[config.mk]
export PLATFORM = sky130hd
export DESIGN_NAME = dual_timer
export DESIGN_NICKNAME = d
export VERILOG_FILES = /design/src/rtl/dual_timer_pkg.sv /design/src/rtl/tmr_tap_sel.sv /design/src/rtl/tmr_regs.sv /design/src/rtl/tmr_core.sv /design/src/rtl/dual_timer.sv
export SDC_FILE = /design/constraint.sdc
export NUM_CORES = 1
export LEC_CHECK = 0
export ABC_AREA = 1
export BUFFER_PORTS_ARGS = -buffer_cell sky130_fd_sc_hd__buf_2
export CAP_MARGIN = 10
export CORE_MARGIN = 1.5
export CORE_UTILIZATION = 45
export DETAILED_ROUTE_END_ITERATION = 7
export HOLD_SLACK_MARGIN = 0.15
export PLACE_DENSITY_LB_ADDON = 0.25
export REMOVE_ABC_BUFFERS = 1
export SLEW_MARGIN = 0
export SYNTH_ARGS = -nofsm -noshare
export SYNTH_HDL_FRONTEND = slang
export SYNTH_SLANG_ARGS = --single-unit
[constraint.sdc]
create_clock -name clk -period 2.74 [get_ports clk]
set_input_delay 0.137 -clock clk [delete_from_list [all_inputs] [get_ports clk]]
set_output_delay 0.137 -clock clk [all_outputs]
set_load 0.01 [all_outputs]
[src/rtl/dual_timer_pkg.sv]
// Shared types for the dual-mode timer: register addresses and the
// control register layout. Assumes strobe select fits in two bits.
package dual_timer_pkg;

    localparam int SEL_W = 2;

    typedef enum logic [1:0] {
        ADDR_CTRL = 2'd0,
        ADDR_VAL  = 2'd1,
        ADDR_CLR  = 2'd2
    } reg_addr_e;

    // Control register, LSB first: run, pwm, res7, ien, sel[1:0]
    typedef struct packed {
        logic [SEL_W-1:0] sel;
        logic             ien;
        logic             res7;
        logic             pwm;
        logic             run;
    } ctrl_t;

endpackage

[src/rtl/tmr_tap_sel.sv]
// Count-enable selection: picks one prescaler strobe by index and gates
// it with the run bit. Assumes select values at or above NUM_TAPS mean
// "never count".
module tmr_tap_sel #(
    parameter int NUM_TAPS = 4
) (
    input  logic [NUM_TAPS-1:0]              tap_en,
    input  logic [dual_timer_pkg::SEL_W-1:0] sel,
    input  logic                             run,
    output logic                             tick
);

    // Purpose: multiplex the chosen strobe onto the tick line.
    always_comb begin
        tick = 1'b0;
        for (int k = 0; k < NUM_TAPS; k++) begin
            if (int'(sel) == k) tick = run & tap_en[k];
        end
    end

endmodule

[src/rtl/tmr_regs.sv]
// Per-channel register file: control, value and the sticky event flag.
// Assumes wr_en is already qualified by the channel index.
module tmr_regs #(
    parameter int W = 8
) (
    input  logic                  clk,
    input  logic                  rst_n,
    input  logic                  wr_en,
    input  logic [1:0]            wr_addr,
    input  logic [W-1:0]          wr_data,
    input  logic                  evt,
    output dual_timer_pkg::ctrl_t ctrl,
    output logic [W-1:0]          val,
    output logic                  flag
);
    import dual_timer_pkg::*;

    localparam int CTRL_W = $bits(ctrl_t);

    // Purpose: capture control and value writes.
    always_ff @(posedge clk) begin
        if (!rst_n) begin
            ctrl <= '0;
            val  <= '0;
        end else if (wr_en) begin
            case (wr_addr)
                ADDR_CTRL: ctrl <= ctrl_t'(wr_data[CTRL_W-1:0]);
                ADDR_VAL:  val  <= wr_data;
                default:   ;
            endcase
        end
    end

    // Purpose: event flag, set has priority over a clear write.
    always_ff @(posedge clk) begin
        if (!rst_n)                              flag <= 1'b0;
        else if (evt)                            flag <= 1'b1;
        else if (wr_en && wr_addr == ADDR_CLR)   flag <= 1'b0;
    end

endmodule

[src/rtl/tmr_core.sv]
// Shared counter for one channel: down-counting auto-reload with pin
// toggle, or up-counting PWM with 7- or 8-bit wrap. The value register
// is taken only at boundaries while running; stopped preloads state.
module tmr_core #(
    parameter int W = 8
) (
    input  logic         clk,
    input  logic         rst_n,
    input  logic         run,
    input  logic         pwm,
    input  logic         res7,
    input  logic         tick,
    input  logic [W-1:0] val,
    output logic         evt,
    output logic         out_q,
    output logic         cmp_is_zero
);

    localparam logic [W-1:0] FULL = {W{1'b1}};
    localparam logic [W-1:0] HALF = {1'b0, {(W-1){1'b1}}};

    logic [W-1:0] cnt, cnt_n;
    logic [W-1:0] cmp, cmp_n;
    logic [W-1:0] mask;
    logic         out_n;

    assign mask        = res7 ? HALF : FULL;
    assign cmp_is_zero = (cmp & mask) == '0;

    // Purpose: next counter, compare and pin state for both modes.
    always_comb begin
        cnt_n = cnt;
        cmp_n = cmp;
        out_n = out_q;
        evt   = 1'b0;
        if (!run) begin
            cnt_n = pwm ? '0 : val;
            cmp_n = val;
        end else if (!pwm) begin
            if (tick) begin
                if (cnt == '0) begin
                    evt   = 1'b1;
                    cnt_n = val;
                    out_n = ~out_q;
                end else begin
                    cnt_n = cnt - 1'b1;
                end
            end
        end else begin
            if (tick) begin
                if ((cnt & mask) == mask) begin
                    evt   = 1'b1;
                    cmp_n = val;
                end
                cnt_n = W'(cnt + 1'b1) & mask;
            end
            out_n = cnt_n < (cmp_n & mask);
        end
    end

    // Purpose: register counter, active compare and pin.
    always_ff @(posedge clk) begin
        if (!rst_n) begin
            cnt   <= '0;
            cmp   <= '0;
            out_q <= 1'b0;
        end else begin
            cnt   <= cnt_n;
            cmp   <= cmp_n;
            out_q <= out_n;
        end
    end

endmodule

[src/rtl/dual_timer.sv]
// Top: NUM_CH independent reload/PWM timer channels sharing one write
// port and one set of prescaler strobes. Assumes W >= 6 so the control
// fields fit in a data word.
module dual_timer #(
    parameter int NUM_CH   = 2,
    parameter int NUM_TAPS = 4,
    parameter int W        = 8,
    parameter int CH_W     = (NUM_CH > 1) ? $clog2(NUM_CH) : 1
) (
    input  logic                clk,
    input  logic                rst_n,
    input  logic [NUM_TAPS-1:0] tap_en,
    input  logic                wr_en,
    input  logic [CH_W-1:0]     wr_ch,
    input  logic [1:0]          wr_addr,
    input  logic [W-1:0]        wr_data,
    output logic [NUM_CH-1:0]   pin_out,
    output logic [NUM_CH-1:0]   irq
);
    import dual_timer_pkg::*;

    logic [NUM_CH-1:0] run_v, pwm_v, evt_v, flag_v, clr_v, cmp0_v;

    for (genvar c = 0; c < NUM_CH; c++) begin : g_ch
        ctrl_t        ctrl;
        logic [W-1:0] val;
        logic         tick;
        logic         ch_wr;

        assign ch_wr = wr_en && (wr_ch == CH_W'(c));

        tmr_regs #(.W(W)) u_regs (
            .clk(clk), .rst_n(rst_n), .wr_en(ch_wr), .wr_addr(wr_addr),
            .wr_data(wr_data), .evt(evt_v[c]), .ctrl(ctrl), .val(val),
            .flag(flag_v[c])
        );

        tmr_tap_sel #(.NUM_TAPS(NUM_TAPS)) u_sel (
            .tap_en(tap_en), .sel(ctrl.sel), .run(ctrl.run), .tick(tick)
        );

        tmr_core #(.W(W)) u_core (
            .clk(clk), .rst_n(rst_n), .run(ctrl.run), .pwm(ctrl.pwm),
            .res7(ctrl.res7), .tick(tick), .val(val), .evt(evt_v[c]),
            .out_q(pin_out[c]), .cmp_is_zero(cmp0_v[c])
        );

        assign irq[c]   = flag_v[c] & ctrl.ien;
        assign run_v[c] = ctrl.run;
        assign pwm_v[c] = ctrl.pwm;
        assign clr_v[c] = ch_wr && (wr_addr == ADDR_CLR);
    end

endmodule

==> flow_metrics.tcl <==
set metrics [dict create \
    maxUsedRoutingLayer "met4" \
    skew_ps 7.068 \
    setup_tns_ps 0 \
    vias_per_cell 5.458 \
    rr_worst_depth 14 \
    die_x_um 101.7 \
    hp-class "primary input to flop" \
    p_sw_uw 672.7 \
    cp_slowest_cell "dfxtp_1" \
    regArea_um2 1281 \
    synth.most_common_cell "nand2_1" \
    ys_types 44 \
    yosys_warnings 0 \
    hold_viol 0 \
    grt_pass1_vias 4134 \
    drive_gt1_share_pct 12.95 \
    netlist.top_cell.by_area "dfxtp_1" \
    die-area_um2 10350 \
    ys_async_sr_fraction_pct 0 \
    worst_pin_slew_ps 650.8 \
    arrival_ps 2740 \
    grt_overflow 0 \
    maxCapViolCount 0 \
    fillCellCount 952 \
    setup_viol 0 \
    cts_tree "yes" \
    routedWlPerCell_um 14.95 \
    synth_edf_count 0 \
    gp_congestion 0.9001 \
    peakVddDrop_uv 188.2 \
    rows 35 \
    met2_length_um 5247 \
    syn_inst 652 \
    num_vias 4372 \
    cts_buffers 9 \
    synthTopCellsByCount "128 x nand2_1, 77 x inv_1, 64 x dfxtp_1" \
    r2r_end "g_ch[1].u_core.out_q$_SDFFE_PN0P_" \
    start_kind "flop" \
    clockBufferDepth 2 \
    clockRootBuffer "clkbuf_8" \
    path_class "flop to flop" \
    relSlewSlack_pct 56.34 \
    clkPwrFrac_pct 35.3 \
    synthTopCellsByArea "dfxtp_1 29%, nand2_1 11%, o21ai_0 6.8%" \
    fin_nets 706 \
    synthToLayoutAreaGrowth_pct 9.273 \
    end_kind "flop" \
    die_h_um 101.7 \
    netlist_area_um2 4385 \
    hold_end "g_ch[1].u_regs.val[5]$_SDFFE_PN0P_" \
    grt_usage_pct 24.78 \
    holdPathStages 3 \
    pwr-share-seq_pct 44.9 \
    drtIter0Drc 289 \
    path_max_fanout 6 \
    slowest_delay_ps 450 \
    power.density_nw_per_um2 464.6 \
    start_util_pct 47.02 \
    post_cts_buffers 0 \
    maxSlewViolCount 0 \
    antenna_cells 0 \
    cts_sinks 64 \
    grt_pass1_wl_um 20100 \
    final_antenna_net_count 0 \
    h-tree-depth 3 \
    critPathTopFamily "compound AO/OA/AOI/OAI gates" \
    cp.required_ps 3000 \
    insertion_delay_ps 330 \
    portBuffers 21 \
    cp.depth 14 \
    wl_met3_um 801 \
    min_period_ps 2473 \
    crit_chain "ha_1, nand2_4, nor2_4, nand2_2, inv_2, nand2_4, mux2_4, inv_1, ha_1, a21oi_1, nor2_1, a2111oi_0, nand2_1, a21oi_1" \
    hpwlAfterDp_um 8766 \
    rsz0062_at_grt "no" \
    period_share_pct 90.25 \
    comb_power_share_pct 19.9 \
    io_pins 22 \
    routed_wl_um 11970 \
    run_status "finished clean" \
    placed_area_um2 4519 \
    grt_start_max_net_pins 48 \
    min_from "wr_data[5]" \
    drc 0 \
    multi_input_area_um2 2594 \
    synth_seq_area_share_pct 29.22 \
    rr_startpoint "g_ch[1].u_core.cnt[0]$_SDFFE_PN0P_" \
    cts.clk_slew.worst_paths_ps 70 \
    ys.flop_type "dfxtp_1" \
    p_sw_share_pct 30.21 \
    crit_buf_inv 2 \
    p_leak_uw 0.002063 \
    synth_top_area_share_pct 29.22 \
    wl_met1_um 5799 \
    ys_ff_latch 64 \
    fmax_mhz 404.4 \
    syn_avg_cell_area_um2 6.726 \
    stdcell_area_um2 4792 \
    first_pass_iters 5 \
    antenna_found_initial 0 \
    rrSetupSlack_ps 270 \
    p_int_uw 1554 \
    design.core.area_um2 9328 \
]
cell families (layout without fill, tap and decap cells):
logic type / count (synthesis) / after routing / synth area share (%)
AOI/OAI and AO/OA: 178 / 178 / 23.45
buffers and inverters: 119 / 139 / 11.78
DFF: 64 / 64 / 29.22
adders and majority gates: 20 / 20 / 5.706
muxes: 2 / 2 / 0.6848
and+or+nand+nor: 252 / 252 / 25.76
xor gates and xnor gates: 17 / 17 / 3.395
cells in the final DEF (no fill, tap or decap), types with 10 or more instances in the layout:
cell type / n
nand2_1: 128
inv_1: 77
dfxtp_1: 64
nor2_1: 63
o21ai_0: 60
a21oi_1: 46
a31oi_1: 24
nand3_1: 21
buf_2: 21
ha_1: 20
xor2_1: 16
clkbuf_8: 10
metal layers:
layer | track usage (%) | vias to the layer above
li1 | - | 2179
met1 | 35.78 | 2032
met2 | 38.05 | 150
met3 | 3.382 | 11
met4 | 7.906 | 0
met5 | 0 | -
tightest hold or removal path, cell delays in order:
cell and delay (ps):
buf_2 150, o21ai_0 100, nor2_1 90
worst max-delay path by stage:
stage,startpoint,end,slack (ps)
finish,g_ch[1].u_core.cnt[0]$_SDFFE_PN0P_,g_ch[1].u_core.out_q$_SDFFE_PN0P_,270
global route,g_ch[0].u_core.cnt[1]$_SDFFE_PN0P_,g_ch[0].u_core.out_q$_SDFFE_PN0P_,30
CTS,g_ch[0].u_core.cnt[1]$_SDFFE_PN0P_,g_ch[0].u_core.out_q$_SDFFE_PN0P_,230
detailed placement,g_ch[0].u_regs.ctrl[4]$_SDFFE_PN0P_,g_ch[0].u_core.out_q$_SDFFE_PN0P_,270
global placement,g_ch[0].u_core.cnt[0]$_SDFFE_PN0P_,g_ch[0].u_core.out_q$_SDFFE_PN0P_,310
floorplan,g_ch[1].u_core.cnt[0]$_SDFFE_PN0P_,g_ch[1].u_core.out_q$_SDFFE_PN0P_,440
layout make-up:
class / count / area share, %
Tap cell: 129 / 3.368
Clock inverter: 4 / 0.9399
Clock buffer: 11 / 2.950
Inverter: 89 / 7.076
Timing Repair Buffer: 35 / 4.804
Sequential cell: 64 / 26.74
Multi-Input combinational cell: 469 / 54.13
power groups by stage:
| stage | sequential [µW] | clock (µW) | combinational, µW |
|---|---|---|---|
| 6_report | 999 | 785 | 443 |
| 5_1_grt | 1000 | 852 | 494 |
| 4_1_cts | 998 | 812 | 430 |
| 3_5_place_dp | 1020 | 0 | 419 |
| 3_3_place_gp | 1020 | 0 | 419 |
| 2_1_floorplan | 1010 | 0 | 297 |
stage by stage:
step	power, µW	instances	utilization [%]	hold WS [ps]	worst slack [ps]
final	2227	801	51.37	191.6	267.1
after detailed placement	1438	778	48.45	457.0	269.0
after global placement	1437	778	48.45	451.2	310.8
after CTS	2240	801	51.31	177.1	225.3
after floorplan	1310	622	-	254.5	443.7
after global routing	2349	801	51.37	211.0	26.81
sequential cells by signal (all words and copies together) (netlist names):
register and count:
g_ch.u_core.cmp 16, g_ch.u_core.cnt 16, g_ch.u_regs.val 16, g_ch.u_regs.ctrl 12, g_ch.u_core.out_q 2, g_ch.u_regs.flag 2
timing repair:
action                                 CTS  global route
resized for setup                        0             2
setup endpoints to repair                0             1
endpoints found under the hold margin   11             0
hold buffers                             8             0
Note: power is estimated with default switching activity, not from simulation.
